`src/rtl/pit_pkg.sv`:
```
package pit_pkg;
  typedef enum logic [1:0] {
    ACC_LATCH = 2'b00,
    ACC_LO    = 2'b01,
    ACC_HI    = 2'b10,
    ACC_BOTH  = 2'b11
  } acc_e;

  // codes with bit 1 set ignore the top bit (x10 -> 2, x11 -> 3)
  function automatic logic [2:0] norm_mode(input logic [2:0] m);
    norm_mode = m[1] ? {1'b0, m[1:0]} : m;
  endfunction
endpackage

```
`src/rtl/pit_wr_capture.sv`:
```
module pit_wr_capture #(
  parameter int AW = 2,
  parameter int DW = 8
) (
  input  logic          clk,
  input  logic          rst_n,
  input  logic          cs_n,
  input  logic          rd_n,
  input  logic          wr_n,
  input  logic [AW-1:0] addr,
  input  logic [DW-1:0] din,
  output logic          wr_fire,
  output logic [AW-1:0] wr_addr,
  output logic [DW-1:0] wr_data
);
  logic          wr_q, wr_d;
  logic          sel_q, sel_d;
  logic [AW-1:0] addr_q, addr_d;
  logic [DW-1:0] data_q, data_d;

  always_comb begin
    wr_d   = wr_n;
    sel_d  = sel_q;
    addr_d = addr_q;
    data_d = data_q;
    if (!wr_n) begin
      sel_d  = !cs_n && rd_n;
      addr_d = addr;
      data_d = din;
    end
  end

  always_ff @(posedge clk or negedge rst_n) begin
    if (!rst_n) begin
      wr_q   <= 1'b1;
      sel_q  <= 1'b0;
      addr_q <= '0;
      data_q <= '0;
    end else begin
      wr_q   <= wr_d;
      sel_q  <= sel_d;
      addr_q <= addr_d;
      data_q <= data_d;
    end
  end

  assign wr_fire = wr_n && !wr_q && sel_q;
  assign wr_addr = addr_q;
  assign wr_data = data_q;
endmodule

```
`src/rtl/pit_cw_decode.sv`:
```
module pit_cw_decode
  import pit_pkg::*;
#(
  parameter int AW  = 2,
  parameter int DW  = 8,
  parameter int NCH = 3
) (
  input  logic           fire,
  input  logic [AW-1:0]  addr,
  input  logic [DW-1:0]  data,
  output logic [NCH-1:0] cfg_we,
  output logic [NCH-1:0] latch_req,
  output logic [NCH-1:0] cnt_we,
  output logic [2:0]     mode,
  output logic           bcd,
  output acc_e           acc
);
  logic          is_ctl;
  logic [AW-1:0] sel;

  assign is_ctl = fire && (addr == {AW{1'b1}});
  assign sel    = data[DW-1 -: AW];
  assign acc    = acc_e'(data[DW-AW-1 -: 2]);
  assign mode   = norm_mode(data[3:1]);
  assign bcd    = data[0];

  always_comb begin
    for (int i = 0; i < NCH; i++) begin
      cfg_we[i]    = is_ctl && (sel == i[AW-1:0]) && (acc != ACC_LATCH);
      latch_req[i] = is_ctl && (sel == i[AW-1:0]) && (acc == ACC_LATCH);
      cnt_we[i]    = fire && !is_ctl && (addr == i[AW-1:0]);
    end
  end
endmodule

```
`src/rtl/pit_chan.sv`:
```
module pit_chan
  import pit_pkg::*;
#(
  parameter int DW = 8
) (
  input  logic          clk,
  input  logic          rst_n,
  input  logic          cfg_we,
  input  logic          latch_req,
  input  logic          cnt_we,
  input  logic [2:0]    mode_in,
  input  logic          bcd_in,
  input  acc_e          acc_in,
  input  logic [DW-1:0] data,
  output logic [2:0]    mode,
  output logic          bcd,
  output logic [2*DW-1:0] count,
  output logic          load,
  output logic          prog,
  output logic          latch
);
  localparam int CW = 2 * DW;

  logic [2:0]    mode_q, mode_d;
  logic          bcd_q, bcd_d;
  acc_e          acc_q, acc_d;
  logic          cfgd_q, cfgd_d;
  logic          tog_q, tog_d;
  logic [DW-1:0] lo_q, lo_d;
  logic [CW-1:0] cnt_q, cnt_d;
  logic          prog_q, prog_d;
  logic          load_q, load_d;
  logic          latch_q, latch_d;

  always_comb begin
    mode_d  = mode_q;
    bcd_d   = bcd_q;
    acc_d   = acc_q;
    cfgd_d  = cfgd_q;
    tog_d   = tog_q;
    lo_d    = lo_q;
    cnt_d   = cnt_q;
    prog_d  = prog_q;
    load_d  = 1'b0;
    latch_d = latch_req;
    if (cfg_we) begin
      mode_d = mode_in;
      bcd_d  = bcd_in;
      acc_d  = acc_in;
      cfgd_d = 1'b1;
      tog_d  = 1'b0;
      prog_d = 1'b0;
    end else if (cnt_we && cfgd_q) begin
      case (acc_q)
        ACC_LO: begin
          cnt_d  = {{DW{1'b0}}, data};
          load_d = 1'b1;
          prog_d = 1'b1;
        end
        ACC_HI: begin
          cnt_d  = {data, {DW{1'b0}}};
          load_d = 1'b1;
          prog_d = 1'b1;
        end
        ACC_BOTH: begin
          if (!tog_q) begin
            lo_d  = data;
            tog_d = 1'b1;
          end else begin
            cnt_d  = {data, lo_q};
            tog_d  = 1'b0;
            load_d = 1'b1;
            prog_d = 1'b1;
          end
        end
        default: ;
      endcase
    end
  end

  always_ff @(posedge clk or negedge rst_n) begin
    if (!rst_n) begin
      mode_q  <= '0;
      bcd_q   <= 1'b0;
      acc_q   <= ACC_LATCH;
      cfgd_q  <= 1'b0;
      tog_q   <= 1'b0;
      lo_q    <= '0;
      cnt_q   <= '0;
      prog_q  <= 1'b0;
      load_q  <= 1'b0;
      latch_q <= 1'b0;
    end else begin
      mode_q  <= mode_d;
      bcd_q   <= bcd_d;
      acc_q   <= acc_d;
      cfgd_q  <= cfgd_d;
      tog_q   <= tog_d;
      lo_q    <= lo_d;
      cnt_q   <= cnt_d;
      prog_q  <= prog_d;
      load_q  <= load_d;
      latch_q <= latch_d;
    end
  end

  assign mode  = mode_q;
  assign bcd   = bcd_q;
  assign count = cnt_q;
  assign load  = load_q;
  assign prog  = prog_q;
  assign latch = latch_q;
endmodule

```
`src/rtl/pit_host_if.sv`:
```
module pit_host_if
  import pit_pkg::*;
#(
  parameter int AW  = 2,
  parameter int DW  = 8,
  parameter int NCH = 3
) (
  input  logic                     clk,
  input  logic                     rst_n,
  input  logic                     cs_n,
  input  logic                     rd_n,
  input  logic                     wr_n,
  input  logic [AW-1:0]            addr,
  input  logic [DW-1:0]            din,
  output logic [NCH-1:0][2:0]      mode_o,
  output logic [NCH-1:0]           bcd_o,
  output logic [NCH-1:0][2*DW-1:0] count_o,
  output logic [NCH-1:0]           load_o,
  output logic [NCH-1:0]           prog_o,
  output logic [NCH-1:0]           latch_o
);
  logic           fire;
  logic [AW-1:0]  w_addr;
  logic [DW-1:0]  w_data;
  logic [NCH-1:0] cfg_we, latch_req, cnt_we;
  logic [2:0]     d_mode;
  logic           d_bcd;
  acc_e           d_acc;

  pit_wr_capture #(.AW(AW), .DW(DW)) u_cap (
    .clk(clk), .rst_n(rst_n), .cs_n(cs_n), .rd_n(rd_n), .wr_n(wr_n),
    .addr(addr), .din(din), .wr_fire(fire), .wr_addr(w_addr), .wr_data(w_data)
  );

  pit_cw_decode #(.AW(AW), .DW(DW), .NCH(NCH)) u_dec (
    .fire(fire), .addr(w_addr), .data(w_data), .cfg_we(cfg_we),
    .latch_req(latch_req), .cnt_we(cnt_we), .mode(d_mode), .bcd(d_bcd), .acc(d_acc)
  );

  for (genvar g = 0; g < NCH; g++) begin : g_ch
    pit_chan #(.DW(DW)) u_ch (
      .clk(clk), .rst_n(rst_n), .cfg_we(cfg_we[g]), .latch_req(latch_req[g]),
      .cnt_we(cnt_we[g]), .mode_in(d_mode), .bcd_in(d_bcd), .acc_in(d_acc),
      .data(w_data), .mode(mode_o[g]), .bcd(bcd_o[g]), .count(count_o[g]),
      .load(load_o[g]), .prog(prog_o[g]), .latch(latch_o[g])
    );
  end
endmodule

```
`config.mk`:
```
export PLATFORM = sky130hd
export DESIGN_NAME = pit_host_if
export DESIGN_NICKNAME = d
export VERILOG_FILES = /design/src/rtl/pit_pkg.sv /design/src/rtl/pit_wr_capture.sv /design/src/rtl/pit_cw_decode.sv /design/src/rtl/pit_chan.sv /design/src/rtl/pit_host_if.sv
export SDC_FILE = /design/constraint.sdc
export NUM_CORES = 1
export LEC_CHECK = 0
export ABC_AREA = 1
export BUFFER_PORTS_ARGS = -buffer_cell sky130_fd_sc_hd__buf_2
export CAP_MARGIN = 10
export CORE_UTILIZATION = 56
export CTS_CLUSTER_SIZE = 24
export DETAILED_ROUTE_END_ITERATION = 6
export PLACE_DENSITY = 0.79
export SETUP_SLACK_MARGIN = 0.4
export SLEW_MARGIN = 5
export SYNTH_ARGS = -nofsm -noshare
export SYNTH_HDL_FRONTEND = slang
export SYNTH_HIERARCHICAL = 1
export SYNTH_SLANG_ARGS = --single-unit
```
`constraint.sdc`:
```
create_clock -name clk -period 2 [get_ports clk]
set_input_delay 0.3 -clock clk [delete_from_list [all_inputs] [get_ports clk]]
set_output_delay 0.3 -clock clk [all_outputs]
set_load 0.005 [all_outputs]
```
==> impl_metrics.tcl <==
set metrics [dict create \
    netSwitchingFraction_pct 27.4 \
    fmax_mhz 598 \
    grt_max_degree 40 \
    crit_type "reg2reg" \
    pwr-share-seq_pct 42.4 \
    antenna_found_initial 0 \
    drc 5 \
    layout_common_cells "nand2_1 (265), dfrtp_1 (116), buf_2 (82)" \
    maxSlewViolCount 0 \
    power.density_nw_per_um2 863 \
    ir_worst_vdd_uv 664 \
    first_global_vias 4764 \
    routed-via-count 4902 \
    pin_count 84 \
    gp_congestion 0.827 \
    cp_num_buf_inv 2 \
    intPower_mw 4.33 \
    fin_area_um2 6920 \
    placed_area_um2 5790 \
    worstPathCellList "nor2_4 -> nand2_2 -> nor2_4 -> nand2_2 -> nor2_4 -> buf_6 -> nor2_4 -> buf_12 -> nand2_4 -> nand2_2 -> o21ai_0" \
    fin_util_pct 75.3 \
    dp_hpwl_um 7980 \
    violations "design-rule violations" \
    core_um2 9200 \
    yosysWarningCount 6 \
    hold_slack_ns 0.0223 \
    yosys-top-cells-area "dfrtp_1 (55%), nand2_1 (20%), nand3_1 (4.6%)" \
    clkLatencyLatePin_ns 0.52 \
    track_usage_pct 30.1 \
    post_drt_wl_per_cell_um 16.6 \
    cpPeakStageDelay_ns 0.54 \
    start_util_pct 57.8 \
    die_h_um 99.4 \
    area_growth_pct 30.2 \
    ys_seq_area_share_pct 55.1 \
    finalSetupViolations 0 \
    finClkSkew_ns 0.0134 \
    cts-root-buf "clkbuf_8" \
    cpMaxStageDelayCell "dfstp_2" \
    rows 35 \
    crit_fanout 8 \
    power_switching_mw 1.64 \
    status "finished, violations left" \
    rsz0062_at_grt "yes" \
    clockBufferDepth 2 \
    final_cells 887 \
    maxCapViolCount 0 \
    grt_overflow 0 \
    portBuffers 83 \
    fin_crit_sh_pct 83.6 \
    cts-buffers-inserted 17 \
    tns_ns 0 \
    slew-limit-headroom_pct 59.8 \
    synth_area_um2 5320 \
    synth_top_area_share_pct 54.6 \
    clk_pin_slew_ns 0.06 \
    startpoint_type "flip-flop" \
    place_inst 818 \
    fin_crit_ns 1.67 \
    clock-sinks 117 \
    critPathRequiredTime_ns 2.38 \
    syn-num-nets 662 \
    dp_slack_ns 0.0971 \
    drtIter0Drc 433 \
    syn_inst 638 \
    firstDrtPassIters 7 \
    hold_violations 0 \
    grt_pass1_wl_um 22700 \
    n_antenna_cell 0 \
    worst_slack_ns 0.327 \
    arrival_ns 2.05 \
    dieArea_um2 9890 \
    fin_nets 788 \
    combPwrFrac_pct 11.9 \
    worst_setup_path_end_kind "flip-flop" \
    min-delay-path-class "in2reg" \
    drive_above_1_share_pct 28.7 \
    power_leakage_nw 3.99 \
    yosys.area.top_type "dfrtp_1" \
    worst_path_most_repeated_cell "nor2_4" \
    p_clk_share_pct 45.8 \
    avgSynthCellArea_um2 8.33 \
    ant_nets 0 \
    max_slew.worst_pin.slew_ns 0.603 \
    ys_ff_latch 117 \
    wl_um 14800 \
    final_common_cell "nand2_1" \
    vias_per_cell 5.53 \
    synth_cell_types 21 \
    p_total_mw 5.97 \
    cts_tree "built" \
    die_w_um 99.4 \
    htreeDepth 4 \
    cp_top_family "simple AND/OR/NAND/NOR gates" \
]
synth_stat cells (all sizes together):
| library cell | n |
|---|---|
| o21ai | 39 |
| buf | 22 |
| nand2 | 294 |
| ha | 9 |
| or2 | 3 |
| dfrtp | 116 |
| nand3 | 49 |
| nor3 | 2 |
| inv | 47 |
| dfstp | 1 |
| nor2 | 50 |
| clkbuf | 6 |
sequential cells by signal, indices dropped and copies added (netlist names):
name	count
g_ch.u_ch/prog	3
u_cap/wr_data	8
g_ch.u_ch/lo_q	24
g_ch.u_ch/latch	3
u_cap/wr_q	1
g_ch.u_ch/tog_q	3
g_ch.u_ch/mode	9
g_ch.u_ch/count	48
g_ch.u_ch/load	3
g_ch.u_ch/acc_q	6
u_cap/sel_q	1
g_ch.u_ch/bcd	3
g_ch.u_ch/cfgd_q	3
u_cap/wr_addr	2
layer usage:
layer,global-route usage (%),routed length [um],vias up
met2,50.5,7280,277
met3,6.61,1150,59
met4,14.8,562,0
met1,37.2,5760,2343
li1,-,-,2223
met5,0,0,-
kinds of logic after synthesis:
group | count (synthesis) | share of synthesized area (%)
fa+ha+maj | 9 | 2.12
buf+inv | 75 | 7.13
simple gates | 398 | 31.3
compound gates | 39 | 4.31
flops | 117 | 55.1
final cells by class:
cell class | count | area, um^2
tap | 111 | 139
clock buffer | 24 | 490
timing repair buffer | 129 | 865
sequential | 117 | 2930
clock inverter | 7 | 47.5
inverter | 47 | 176
multi-input combinational | 452 | 2270
fill | 614 | 2280
power by group through the flow:
stage                     sequential [mW]  combinational [mW]  clock (mW)
after CTS                            2.52               0.629        2.74
after floorplan                      2.53               0.413           0
after global placement               2.55               0.523           0
after global routing                 2.53               0.778        2.86
after detailed placement             2.55               0.543           0
final                                2.53               0.708        2.73
final timing paths:
kind	start	endpoint	slack, ns	cells after the start
min in group asynchronous	rst_n	g_ch[2].u_ch/mode[1]	0.27	2
worst min-delay path	rd_n	u_cap/sel_q	0.02	3
max in group asynchronous	rst_n	g_ch[1].u_ch/count[3]	0.99	3
worst max-delay path	u_cap/wr_q	g_ch[0].u_ch/lo_q[1]	0.33	11
worst max register to register	u_cap/wr_q	g_ch[0].u_ch/lo_q[1]	0.33	11
worst min register to register	g_ch[1].u_ch/count[12]	g_ch[1].u_ch/count[12]	0.46	2
repair_timing:
item | in CTS | in global routing
hold buffers | 7 | 0
buffers inserted | 20 | 4
pin swaps | 20 | 15
endpoints found under the setup margin | 92 | 96
hold endpoints to repair | 35 | 0
gates resized for setup | 33 | 40
cloned | 5 | 2
worst reg2reg max path, delay by kind of cell (launching register included):
kind                   cells  cell delay, ns
and+or+nand+nor            8            0.62
DFF                        1            0.54
buffers and inverters      2            0.30
AOI/OAI and AO/OA          1            0.09
Power figures use the tool's default switching activity.
